$ cat config.mk
export PLATFORM = sky130hd
export DESIGN_NAME = audclk_gen
export DESIGN_NICKNAME = d
export VERILOG_FILES = /design/src/rtl/audclk_pkg.sv /design/src/rtl/audclk_refsel.sv /design/src/rtl/audclk_bitdiv.sv /design/src/rtl/audclk_framediv.sv /design/src/rtl/audclk_gen.sv
export SDC_FILE = /design/constraint.sdc
export NUM_CORES = 1
export LEC_CHECK = 0
export BUFFER_PORTS_ARGS = -buffer_cell sky130_fd_sc_hd__buf_4
export CAP_MARGIN = 10
export CORE_AREA = 2 2 68 70
export DETAILED_ROUTE_END_ITERATION = 7
export DIE_AREA = 0 0 70 72
export MAX_ROUTING_LAYER = met4
export PLACE_DENSITY = 0.68
export SYNTH_ARGS = -nofsm -noshare
export SYNTH_HDL_FRONTEND = slang
export SYNTH_HIERARCHICAL = 1
export SYNTH_SLANG_ARGS = --single-unit
$ cat constraint.sdc
create_clock -name clk -period 4.2 [get_ports clk]
set_clock_uncertainty 0.05 [all_clocks]
set_input_delay 0.84 -clock clk [delete_from_list [all_inputs] [get_ports clk]]
set_output_delay 0.84 -clock clk [all_outputs]
set_load 0.05 [all_outputs]
$ cat src/rtl/audclk_pkg.sv
package audclk_pkg;

  // Divisor values below 2 collapse to divide-by-one.
  function automatic int aud_eff_div(input int d);
    return (d < 2) ? 1 : d;
  endfunction

  // Reference ticks spent low in one bit period (ceil of half).
  function automatic int aud_low_ticks(input int d);
    int e;
    e = aud_eff_div(d);
    return e - (e / 2);
  endfunction

  // Bit periods in one frame for the selected ratio.
  function automatic int aud_frame_bits(input bit fs64, input int bits_hi, input int bits_lo);
    return fs64 ? bits_lo : bits_hi;
  endfunction

endpackage

$ cat src/rtl/audclk_refsel.sv
module audclk_refsel (
  input  logic clk,
  input  logic rst,
  input  logic pll_tick,
  input  logic ext_tick,
  input  logic use_ext,
  output logic ref_tick
);
  logic half_q;

  // Halver phase advances on every PLL tick whichever source is active.
  always_ff @(posedge clk) begin
    if (rst)           half_q <= 1'b0;
    else if (pll_tick) half_q <= ~half_q;
  end

  always_comb begin
    if (use_ext) ref_tick = ext_tick;
    else         ref_tick = pll_tick & half_q;
  end

  // a halved PLL tick leaves the halver on its even phase
  a_r3_halved_phase: assert property (@(posedge clk) disable iff (rst)
    (!use_ext && ref_tick) |=> !half_q);

endmodule

$ cat src/rtl/audclk_bitdiv.sv
module audclk_bitdiv
  import audclk_pkg::*;
#(
  parameter int DIV_W = 7
) (
  input  logic             clk,
  input  logic             rst,
  input  logic             ref_tick,
  input  logic [DIV_W-1:0] div,
  output logic             fall_evt,
  output logic             bclk_en_q,
  output logic             bclk_q
);
  logic [DIV_W-1:0] cnt_q;
  logic [DIV_W-1:0] last_idx;
  logic [DIV_W-1:0] rise_idx;
  logic             div_is_one;
  logic             rise_evt;

  always_comb begin
    last_idx   = DIV_W'(aud_eff_div(int'(div)) - 1);
    rise_idx   = DIV_W'(aud_low_ticks(int'(div)) - 1);
    div_is_one = (last_idx == '0);
    fall_evt   = ref_tick && (cnt_q == last_idx);
    rise_evt   = ref_tick && (cnt_q == rise_idx) && !div_is_one;
  end

  always_ff @(posedge clk) begin
    if (rst) begin
      cnt_q     <= '0;
      bclk_q    <= 1'b0;
      bclk_en_q <= 1'b0;
    end else begin
      bclk_en_q <= fall_evt;
      if (ref_tick) begin
        if (cnt_q == last_idx) cnt_q <= '0;
        else                   cnt_q <= cnt_q + 1'b1;
      end
      if (fall_evt)      bclk_q <= 1'b0;
      else if (rise_evt) bclk_q <= 1'b1;
    end
  end

  // the tick counter never passes the programmed limit
  a_r2_cnt_in_range: assert property (@(posedge clk) disable iff (rst)
    cnt_q <= last_idx);
  // divide-by-one leaves no room for a high phase
  a_r5_div1_low: assert property (@(posedge clk) disable iff (rst)
    (div_is_one && !bclk_q) |=> !bclk_q);
  // a falling-edge pulse always leaves the bit clock low
  a_r4_en_at_low: assert property (@(posedge clk) disable iff (rst)
    bclk_en_q |-> !bclk_q);

endmodule

$ cat src/rtl/audclk_framediv.sv
module audclk_framediv
  import audclk_pkg::*;
#(
  parameter int BITS_HI = 128,
  parameter int BITS_LO = 64
) (
  input  logic clk,
  input  logic rst,
  input  logic bit_evt,
  input  logic fs64,
  output logic wrap_evt,
  output logic lrclk_q,
  output logic frame_en_q
);
  localparam int FCW = $clog2(BITS_HI);

  logic [FCW-1:0] cnt_q;
  logic [FCW-1:0] last_idx;
  logic [FCW-1:0] mid_idx;
  logic           mid_evt;

  always_comb begin
    last_idx = FCW'(aud_frame_bits(fs64, BITS_HI, BITS_LO) - 1);
    mid_idx  = FCW'(aud_frame_bits(fs64, BITS_HI, BITS_LO) / 2 - 1);
    wrap_evt = bit_evt && (cnt_q == last_idx);
    mid_evt  = bit_evt && (cnt_q == mid_idx);
  end

  always_ff @(posedge clk) begin
    if (rst) begin
      cnt_q      <= '0;
      lrclk_q    <= 1'b0;
      frame_en_q <= 1'b0;
    end else begin
      frame_en_q <= wrap_evt;
      if (bit_evt) begin
        if (cnt_q == last_idx) cnt_q <= '0;
        else                   cnt_q <= cnt_q + 1'b1;
      end
      if (wrap_evt)     lrclk_q <= 1'b0;
      else if (mid_evt) lrclk_q <= 1'b1;
    end
  end

  // a frame pulse marks the fall of the frame clock
  a_r10_frame_on_fall: assert property (@(posedge clk) disable iff (rst)
    frame_en_q |-> $fell(lrclk_q));
  // the bit counter stays within the frame length
  a_r6_cnt_in_range: assert property (@(posedge clk) disable iff (rst)
    cnt_q <= last_idx);

endmodule

$ cat src/rtl/audclk_gen.sv
module audclk_gen
  import audclk_pkg::*;
#(
  parameter int DIV_W   = 7,
  parameter int BITS_HI = 128,
  parameter int BITS_LO = 64
) (
  input  logic             clk,
  input  logic             rst,
  input  logic             pll_tick,
  input  logic             ext_tick,
  input  logic             cfg_src_ext,
  input  logic [DIV_W-1:0] cfg_div,
  input  logic             cfg_fs64,
  output logic             bclk_en,
  output logic             bclk,
  output logic             lrclk,
  output logic             frame_en
);
  // Active configuration, reloaded only at reset or a frame wrap.
  logic [DIV_W-1:0] act_div;
  logic             act_fs64;
  logic             act_src_ext;

  // Named internal events, shared by the stages and the assertions.
  logic ref_tick;
  logic bit_fall_evt;
  logic frame_wrap_evt;

  always_ff @(posedge clk) begin
    if (rst || frame_wrap_evt) begin
      act_div     <= cfg_div;
      act_fs64    <= cfg_fs64;
      act_src_ext <= cfg_src_ext;
    end
  end

  audclk_refsel u_refsel (
    .clk      (clk),
    .rst      (rst),
    .pll_tick (pll_tick),
    .ext_tick (ext_tick),
    .use_ext  (act_src_ext),
    .ref_tick (ref_tick)
  );

  audclk_bitdiv #(.DIV_W(DIV_W)) u_bitdiv (
    .clk       (clk),
    .rst       (rst),
    .ref_tick  (ref_tick),
    .div       (act_div),
    .fall_evt  (bit_fall_evt),
    .bclk_en_q (bclk_en),
    .bclk_q    (bclk)
  );

  audclk_framediv #(.BITS_HI(BITS_HI), .BITS_LO(BITS_LO)) u_framediv (
    .clk        (clk),
    .rst        (rst),
    .bit_evt    (bit_fall_evt),
    .fs64       (act_fs64),
    .wrap_evt   (frame_wrap_evt),
    .lrclk_q    (lrclk),
    .frame_en_q (frame_en)
  );

  // active settings hold between frame boundaries
  a_r9_div_hold: assert property (@(posedge clk) disable iff (rst)
    !frame_wrap_evt |=> $stable(act_div));
  a_r9_mode_hold: assert property (@(posedge clk) disable iff (rst)
    !frame_wrap_evt |=> ($stable(act_fs64) && $stable(act_src_ext)));
  // the frame clock moves only on a bit-clock falling edge
  a_r8_lr_on_bclk: assert property (@(posedge clk) disable iff (rst)
    !$stable(lrclk) |-> bclk_en);
  // each frame pulse is also a bit pulse
  a_r10_frame_in_bit: assert property (@(posedge clk) disable iff (rst)
    frame_en |-> bclk_en);

endmodule

# --- Yosys cells after proc, flatten, opt, wreduce, memory -nomap -nowiden ---
# Cells that the tools add are included.
op_classes:
  n_addsub: 9
  bitwise: 4
  order_cmp: 1
  eq_ne: 4
  reduce_logical: 10
  mux: 5
ops:
  columns: ["op", "n"]
  rows:
  - ["$eq A7 B7 Y1", 4]
  - ["$mux W7", 3]
  - ["$sub A7 B2 Y7 const B", 3]
  - ["$add A7 B1 Y7 const B", 2]
  - ["$mux W8", 1]
  - ["$add A6 B1 Y7", 1]
  - ["$add A7 B1 Y7", 1]
  - ["$logic_not A7 Y1", 1]
  - ["$lt A7 B2 Y1 const B", 1]
  - ["$sub A7 B1 Y7 const B", 1]
  - ["$sub A7 B7 Y7", 1]
  - ["$logic_and A1 B1 Y1", 5]
  - ["$reduce_or A2 Y1", 2]
  - ["$and A1 B1 Y1 const A", 2]
  - ["$and A1 B1 Y1", 1]
  - ["$logic_not A1 Y1", 1]
  - ["$logic_or A1 B1 Y1", 1]
  - ["$mux W1", 1]
  - ["$not A1 Y1", 1]
totals:
  output_inout_bits: 4
  in_bits: 13
  elab_cells: 43
  regBits: 28

# --- Depth between registers and ports, before layout ---
# Gate-level depths: netlist of the first run.
depth:
  depth_word: 9
  ltp_mapped: 14
  ltp_nobuf: 14

# --- By module ---
# The synthesis of the first run kept the hierarchy.
by_module_without_submodules:
  columns: ["module", "area_per_inst_um2", "n_inst", "seq_area_each_um2", "cells_per_inst"]
  rows:
  - ["audclk_bitdiv", 1263.7, 1, 180.2, 158]
  - ["audclk_framediv", 391.6, 1, 180.2, 43]
  - ["audclk_gen", 276.5, 1, 270.3, 10]
  - ["audclk_refsel", 45.0, 1, 20.0, 6]

# --- Least setup slack after synthesis of the first run ---
# OpenSTA, ideal clock, no wires.
synth_timing:
  path_type: "register -> register"
  startpoint: "reg act_div[5]"
  endpoint: "reg act_div[0] (enable)"
  n_path_buf: 1
  synth_period_minus_slack_ns: 4.155
  setup_slack_ns: 0.045
  arrival_ns: 3.770
  setup_ns: 0.335
  path_stages_with_launch: 14
  t_required_ns: 3.815
  path_cell_list: "edfxtp_1 inv_1 ha_1 or4b_4 o21ai_0 ha_1 a21boi_0 xnor3_1 or4_1 buf_2 nor3b_4 nand3_2 nor3_1 or2_1"
synth_between:
  elab_chain_len: 7
synth_rtl:
  columns: ["element", "line", "source"]
  rows:
  - ["start, declared", "audclk_gen.sv:21", "logic [DIV_W-1:0] act_div;"]
  - ["start signal, assigned", "audclk_gen.sv:32", "act_div <= cfg_div;"]
  - ["$lt A7 B2 Y1", "audclk_pkg.sv:5", "return (d < 2) ? 1 : d;"]
  - ["$mux W7 (*)", "audclk_pkg.sv:5", null]
  - ["$sub A7 B2 Y7 (*)", "audclk_bitdiv.sv:21", "last_idx = DIV_W'(aud_eff_div(int'(div)) - 1);"]
  - ["$eq A7 B7 Y1 (*)", "audclk_bitdiv.sv:24", "fall_evt = ref_tick && (cnt_q == last_idx);"]
  - ["$logic_and A1 B1 Y1 (*)", "audclk_bitdiv.sv:24", null]
  - ["named net bit_fall_evt", "audclk_gen.sv:27", "logic bit_fall_evt;"]
  - ["$logic_and A1 B1 Y1 (*)", "audclk_framediv.sv:25", "wrap_evt = bit_evt && (cnt_q == last_idx);"]
  - ["named net frame_wrap_evt", "audclk_gen.sv:28", "logic frame_wrap_evt;"]
  - ["$logic_or A1 B1 Y1 (*)", "audclk_gen.sv:31", "if (rst || frame_wrap_evt) begin"]
# The timed path passes the listed nets; every way through them passes the cells marked *.
# A chain may end at the register's enable or synchronous reset.

# --- Worst setup path after layout of the first run ---
layout_timing:
  startpoint: "reg act_div[5]"
  endpoint: "reg u_framediv.lrclk_q"
layout_between:
  elab_chain_len: 7
  elab_cells_between_ends: 8
  cone_classes: "add/sub: 1; order compare: 1; eq/ne: 1; mux: 1; reduce/logical: 4"
layout_rtl:
  columns: ["element", "line", "source"]
  rows:
  - ["$lt A7 B2 Y1", "audclk_pkg.sv:5", null]
  - ["$mux W7 (*)", "audclk_pkg.sv:5", null]
  - ["$sub A7 B2 Y7 (*)", "audclk_bitdiv.sv:21", null]
  - ["$eq A7 B7 Y1 (*)", "audclk_bitdiv.sv:24", null]
  - ["$logic_and A1 B1 Y1 (*)", "audclk_bitdiv.sv:24", null]
  - ["named net bit_fall_evt", "audclk_gen.sv:27", null]
  - ["$logic_and A1 B1 Y1", "audclk_framediv.sv:25", null]
  - ["$reduce_or A2 Y1 (no line)", null, null]
  - ["end signal, assigned", "audclk_framediv.sv:32", "lrclk_q <= 1'b0;"]
  - ["end signal, assigned", "audclk_framediv.sv:40", "if (wrap_evt) lrclk_q <= 1'b0;"]
  - ["end signal, assigned", "audclk_framediv.sv:41", "else if (mid_evt) lrclk_q <= 1'b1;"]
  - ["end, declared", "audclk_framediv.sv:12", "output logic lrclk_q,"]
# Marks and branches as above.

==> results.json, run 1 <==
{
  "drt_first_iter_violations": 63,
  "p_int_uw": 441.2,
  "period_share": 0.9300,
  "worstMarginPinSlew_ns": 0.7448,
  "r2r_start": "act_div[5]$_DFFE_PP_",
  "status": "finished clean",
  "ys_ff_latch": 28,
  "critPathMaxFanout": 5,
  "drt_first_pass_iters": 4,
  "relSlewSlack": 0.4999,
  "synth_edf_count": 9,
  "hold_path.class": "flop to flop",
  "whs_path_depth": 2,
  "crit_chain": "inv_1 -> ha_1 -> nor4b_2 -> a21oi_2 -> ha_1 -> xnor2_1 -> xnor2_1 -> or3_1 -> or4_1 -> nor3b_4 -> nand3_2 -> buf_4 -> or4_1 -> a21oi_1",
  "grt_max_degree": 19,
  "cts_hold_buf": 0,
  "fin_crit_ns": 3.906,
  "drive_gt1_frac": 0.1410,
  "combPwrFrac": 0.280,
  "cts_tree": "yes",
  "numCtsBuffers": 3,
  "start_util": 0.4636,
  "finalMaxSlewViolations": 0,
  "async_flop_share": 0,
  "gp_congestion": 0.8834,
  "leakage_nw": 0.8793,
  "p_sw_uw": 181.3,
  "post_cts_resized": 0,
  "rsz0062_at_grt": "no",
  "diodes": 0,
  "ys_seq_area_frac": 0.3291,
  "p_seq_frac": 0.488,
  "drt-total-wl_um": 3948,
  "r2r_cells": 14,
  "timing.fmax_mhz": 256.0,
  "io_pins": 17,
  "power_frac_clock": 0.231,
  "coreArea_um2": 4264,
  "fin_ws_ns": 0.2940,
  "h-tree-depth": 1,
  "nFillCells": 414,
  "clock-sinks": 28,
  "power_density_nw_per_um2": 279.7,
  "hold_violations": 0,
  "reg2reg_to": "u_framediv/lrclk_q$_SDFFE_PP0P_",
  "holdPathEnd": "u_framediv/lrclk_q$_SDFFE_PP0P_",
  "grt_util_all_layers": 0.1616,
  "globalRoute.totalOverflow": 0,
  "holdCritStartpoint": "u_framediv/lrclk_q$_SDFFE_PP0P_",
  "synth_area_per_cell_um2": 9.110,
  "cts_setup_buffers": 0,
  "area_growth_pct": 12.59,
  "end_kind": "flop",
  "synth.distinct_cells": 47,
  "wl_per_cell_um": 13.80,
  "clkTransAtPathRegs_ns": 0.09,
  "root_buffer": "clkbuf_8",
  "insertion_delay_ns": 0.27,
  "critical_path_class": "flop to flop",
  "num_vias": 1578,
  "reg2reg_slack_ns": 0.29,
  "grt_pass1_wl_um": 6465,
  "die-area_um2": 5040,
  "routed_via_density": 5.517,
  "synth.cell_area_um2": 1977,
  "finalSetupViolCount": 0,
  "io_buffers": 16,
  "drc": 0,
  "place_ws_ns": 0.1533,
  "postSynthCellCount": 217,
  "slowest_delay_ns": 0.60,
  "peakVddDrop_v": 0.0001801,
  "num_rows": 24,
  "setup-tns-final_ns": 0,
  "ant_nets": 0,
  "drv_cap": 0,
  "start_kind": "flop",
  "die_w_um": 70,
  "crit_required_ns": 4.35,
  "die_h_um": 72,
  "finalNetCount": 269,
  "grt_pass1_vias": 1421,
  "ys.flop_type": "dfxtp_1",
  "arrival_ns": 4.06,
  "crit_slowest_cell": "or4_1",
  "clockBufferDepth": 2,
  "synth_warnings": 6,
  "dpl.hpwl_um": 3034,
  "switching_share": 0.2912,
  "antenna_found_initial": 0,
  "syn_nets": 251
}
==> cell families (layout without fill, tap and decap cells) <==
family          after synthesis  in the layout  synth area share
simple gates                 69             69            0.2101
compound gates               43             43            0.1393
buf+inv                      31             48           0.06329
flops                        28             28            0.3291
xor+xnor                     25             25            0.1253
fa+ha+maj                    21             21            0.1329
==> layer usage <==
layer,share of wire,GRT usage
met1,0.46,0.2068
met2,0.50,0.2751
met3,0.034,0.02083
met4,0.0079,0.03846
met5,0,-
==> critical path: cells and delay by family, from the launching register on <==
family | cells | cell delay, ns
DFF | 1 | 0.47
xor gates and xnor gates | 2 | 0.29
adders and majority gates | 2 | 0.46
and+or+nand+nor | 6 | 2.01
AOI/OAI and AO/OA | 2 | 0.31
buffers and inverters | 2 | 0.28
==> cell usage after synthesis (4+ instances only) <==
cell type,number,area (µm²)
o211ai_1,5,37.54
a21oi_1,13,65.06
nand2_1,10,37.54
xnor2_1,15,131.4
nor2b_1,6,37.54
nand2b_1,7,43.79
nor3_1,6,30.03
clkbuf_1,7,26.28
edfxtp_1,9,270.3
ha_1,21,262.8
inv_1,21,78.83
o21ai_0,10,50.05
nor2_1,10,37.54
dfxtp_1,19,380.4
nand4_1,5,31.28
xor2_1,8,70.07
nand3_1,4,20.02
==> cell usage in the layout (no fill, tap or decap), types with 5 or more instances in the layout <==
cell | Yosys | layout
buf_4 | 0 | 23
inv_1 | 21 | 21
ha_1 | 21 | 21
dfxtp_1 | 19 | 19
xnor2_1 | 15 | 15
a21oi_1 | 13 | 12
nand2_1 | 10 | 10
nor2_1 | 10 | 10
edfxtp_1 | 9 | 9
o21ai_0 | 10 | 9
xor2_1 | 8 | 8
nand2b_1 | 7 | 7
nor2b_1 | 6 | 6
nor3_1 | 6 | 6
nand4_1 | 5 | 5
o211ai_1 | 5 | 5
==> per-stage QoR <==
stage / power [mW] / std cells / cell area (µm²) / utilization / hold slack, ns
finish: 0.6225 / 286 / 2226 / 0.5220 / 0.4230
CTS: 0.6313 / 286 / 2213 / 0.5191 / 0.4287
floorplan: 0.4385 / 217 / 1977 / - / 0.4071
detailed placement: 0.4804 / 282 / 2168 / 0.5085 / 0.4054
global route: 0.6623 / 286 / 2226 / 0.5220 / 0.4419
global placement: 0.4781 / 282 / 2168 / 0.5085 / 0.3947
==> flip-flops by register name, indices dropped and copies added (netlist names) <==
signal	count
u_bitdiv/bclk_q	1
u_bitdiv/cnt_q	7
u_framediv/cnt_q	7
u_framediv/frame_en_q	1
act_div	7
u_bitdiv/bclk_en_q	1
u_refsel/half_q	1
act_fs64	1
act_src_ext	1
u_framediv/lrclk_q	1
==> layout make-up <==
| cell class | instances | area, µm² | area share |
|---|---|---|---|
| Sequential cell | 28 | 650.6 | 0.2923 |
| Clock inverter | 1 | 3.754 | 0.001686 |
| Tap cell | 52 | 65.06 | 0.02923 |
| Inverter | 21 | 78.83 | 0.03541 |
| Timing Repair Buffer | 23 | 172.7 | 0.07757 |
| Multi-Input combinational cell | 158 | 1214 | 0.5452 |
| Clock buffer | 3 | 41.29 | 0.01855 |
==> worst max-delay path by stage <==
stage	slack [ns]	startpoint	end	cells after the start
finish	0.29	act_div[5]$_DFFE_PP_	u_framediv/lrclk_q$_SDFFE_PP0P_	14
global route	0.03	act_div[5]$_DFFE_PP_	u_framediv/lrclk_q$_SDFFE_PP0P_	14
CTS	0.12	act_div[5]$_DFFE_PP_	u_framediv/lrclk_q$_SDFFE_PP0P_	13
detailed placement	0.15	act_div[5]$_DFFE_PP_	u_framediv/lrclk_q$_SDFFE_PP0P_	13
global placement	0.24	act_div[5]$_DFFE_PP_	act_div[4]$_DFFE_PP_	13
floorplan	0.05	act_div[5]$_DFFE_PP_	act_div[0]$_DFFE_PP_	13
==> power groups by stage <==
| stage | Combinational [mW] | Sequential [mW] | Clock, mW |
|---|---|---|---|
| after floorplan | 0.133 | 0.306 | 0 |
| after global placement | 0.169 | 0.309 | 0 |
| after detailed placement | 0.171 | 0.309 | 0 |
| after CTS | 0.174 | 0.303 | 0.154 |
| after global routing | 0.195 | 0.306 | 0.162 |
| final | 0.174 | 0.304 | 0.144 |
Power figures use the tool's default switching activity.
==> inputs of run 2 (changes only) <==
- ABC_AREA: unset -> 1
- CORE_AREA: 2 2 68 70 -> 2 2 70 72
- DIE_AREA: 0 0 70 72 -> 0 0 72 74
- PLACE_DENSITY: 0.68 -> 0.67
==> run 2 against run 1 <==
Against the previous run:
- wire length grew 1.5%
- combinational power up 10%
- critical path depth up 7
- core utilization shrank 1.8 points
- fmax increased by 7.1%
- via count increased by 14%
- hold slack gained 0.0020 ns
==> results.json, run 2 <==
{
  "critical_path_class": "flop to flop",
  "root_buffer": "clkbuf_8",
  "drt_first_iter_violations": 71,
  "whs_path_depth": 2,
  "die_w_um": 72,
  "die-area_um2": 5328,
  "grt_max_degree": 16,
  "hold_path.class": "flop to flop",
  "synth_top_area_cell": "dfxtp_1",
  "synth_top_area_frac": 0.1823,
  "area_growth_pct": 11.09,
  "combPwrFrac": 0.291,
  "grt_pass1_wl_um": 6975,
  "synth_area_leaders": "dfxtp_1 18%, nand2_1 15%, edfxtp_1 13%, ha_1 13%, inv_1 9.9%",
  "power_density_nw_per_um2": 285.4,
  "h-tree-depth": 1,
  "leakage_nw": 1.194,
  "synth.distinct_cells": 24,
  "grt_util_all_layers": 0.1718,
  "synth_most_common_cell": "nand2_1",
  "synthTopCellsByCount": "82 x nand2_1, 55 x inv_1, 34 x nor2_1",
  "rsz0062_at_grt": "no",
  "drt_first_pass_iters": 4,
  "diodes": 0,
  "p_int_uw": 451.6,
  "r2r_start": "act_div[6]$_DFFE_PP_",
  "globalRoute.totalOverflow": 0,
  "switching_share": 0.3174,
  "path_buf_inv": 4,
  "holdCritStartpoint": "u_bitdiv/bclk_q$_SDFFE_PP0P_",
  "drv_cap": 0,
  "numCtsBuffers": 3,
  "reg2reg_slack_ns": 0.55,
  "arrival_ns": 3.56,
  "synth.cell_area_um2": 2087,
  "num_vias": 1794,
  "clkTransAtPathRegs_ns": 0.09,
  "finalNetCount": 355,
  "dpl.hpwl_um": 3250,
  "gp_congestion": 0.8818,
  "holdPathEnd": "u_bitdiv/bclk_q$_SDFFE_PP0P_",
  "nFillCells": 463,
  "reg2reg_to": "act_div[4]$_DFFE_PP_",
  "synth_area_per_cell_um2": 6.888,
  "timing.fmax_mhz": 274.1,
  "setup-tns-final_ns": 0,
  "critPathMaxFanout": 9,
  "slowest_delay_ns": 0.44,
  "end_kind": "flop",
  "peakVddDrop_v": 0.0002022,
  "ys_seq_area_frac": 0.3118,
  "crit_required_ns": 4.11,
  "start_util": 0.4539,
  "status": "finished clean",
  "io_pins": 17,
  "cts_setup_buffers": 0,
  "crit_slowest_cell": "edfxtp_1",
  "grt_pass1_vias": 1632,
  "num_rows": 25,
  "io_buffers": 16,
  "final_cell_mix": "82 x nand2_1, 55 x inv_1, 34 x nor2_1",
  "antenna_found_initial": 0,
  "ant_nets": 0,
  "multi_input_area_um2": 1215,
  "seqCellArea_um2": 650.6,
  "cts_hold_buf": 0,
  "reg_top3": "act_div (7), u_bitdiv/cnt_q (7), u_framediv/cnt_q (7)",
  "finalSetupViolCount": 0,
  "post_cts_resized": 0,
  "ys.flop_type": "dfxtp_1",
  "worstMarginPinSlew_ns": 0.4288,
  "syn_nets": 337,
  "synth_edf_count": 9,
  "fin_crit_ns": 3.648,
  "p_sw_uw": 210.0,
  "synth_warnings": 6,
  "crit_chain": "inv_1 -> ha_1 -> nand3_2 -> nand2_2 -> inv_1 -> ha_1 -> xor2_1 -> nand2_1 -> nor2_2 -> nand2_1 -> nor2_1 -> nand3_1 -> nor2_2 -> nand3_1 -> nor2_1 -> nand3_2 -> nor2_2 -> nand2_1 -> inv_1 -> inv_1 -> nand2_1",
  "drc": 0,
  "wl_per_cell_um": 10.71,
  "finalMaxSlewViolations": 0,
  "power_frac_clock": 0.256,
  "clockBufferDepth": 2,
  "ys_ff_latch": 28,
  "final_common_cell": "nand2_1",
  "critical_path.top_delay_family": "simple AND/OR/NAND/NOR gates",
  "coreArea_um2": 4598,
  "insertion_delay_ns": 0.28,
  "start_kind": "flop",
  "period_share": 0.8685,
  "routed_via_density": 4.797,
  "drive_gt1_frac": 0.1219,
  "cts_tree": "yes",
  "p_total_uw": 661.6,
  "clock-sinks": 28,
  "p_seq_frac": 0.454,
  "r2r_cells": 21,
  "hold_violations": 0,
  "die_h_um": 74,
  "drt-total-wl_um": 4007,
  "async_flop_share": 0,
  "relSlewSlack": 0.7116,
  "postSynthCellCount": 303
}
-- run 2: logic make-up after synthesis --
| family | share of synthesized area |
|---|---|
| compound gates | 0.02278 |
| flops | 0.3117 |
| xor+xnor | 0.06115 |
| buf+inv | 0.1061 |
| fa+ha+maj | 0.1259 |
| simple gates | 0.3723 |
-- run 2: cell type report --
| cell class | instances | area share |
|---|---|---|
| clock buffers | 4 | 0.02375 |
| inverters | 56 | 0.09066 |
| multi-input cells | 216 | 0.5240 |
| flip-flops and latches | 28 | 0.2806 |
| well taps | 54 | 0.02914 |
| repair buffers | 16 | 0.05181 |
-- run 2: metal layers --
metal | vias to the layer above | wire, µm | global-route usage
met5 | - | 0 | -
met4 | 0 | 63 | 0.06289
met3 | 5 | 153 | 0.01626
met2 | 33 | 1764 | 0.2788
met1 | 788 | 2026 | 0.2244
li1 | 968 | - | -
-- run 2: power by group through the flow --
stage          combinational, mW  sequential [mW]  clock [mW]
5_1_grt                    0.224            0.302       0.184
3_5_place_dp               0.191            0.306           0
4_1_cts                    0.192            0.300       0.176
3_3_place_gp               0.189            0.306           0
2_1_floorplan              0.150            0.304           0
6_report                   0.192            0.300       0.169
-- run 2: worst max-delay path by stage --
stage / startpoint / to / cells past startpoint
2_1_floorplan: act_div[5]$_DFFE_PP_ / act_div[0]$_DFFE_PP_ / 21
3_3_place_gp: act_div[5]$_DFFE_PP_ / act_div[4]$_DFFE_PP_ / 23
3_5_place_dp: act_div[5]$_DFFE_PP_ / act_div[4]$_DFFE_PP_ / 23
4_1_cts: act_div[5]$_DFFE_PP_ / act_div[4]$_DFFE_PP_ / 23
5_1_grt: act_div[5]$_DFFE_PP_ / act_div[2]$_DFFE_PP_ / 21
6_report: act_div[6]$_DFFE_PP_ / act_div[4]$_DFFE_PP_ / 21
-- run 2: worst register-to-register path: cells and delay by family (launching register included) --
family        cells  cell delay (ns)
xor+xnor          1             0.15
flops             1             0.44
simple gates     14             1.94
fa+ha+maj         2             0.47
buf+inv           4             0.23
-- run 2: metrics by stage --
step	instance area (µm²)	hold slack, ns	worst slack, ns	cells	utilization
floorplan	2087	0.4053	0.9143	303	-
global placement	2263	0.4051	0.6614	370	0.4922
detailed placement	2263	0.4077	0.5581	370	0.4922
CTS	2318	0.4315	0.5413	374	0.5042
global route	2318	0.4666	0.07132	374	0.5042
finish	2318	0.4250	0.5522	374	0.5042
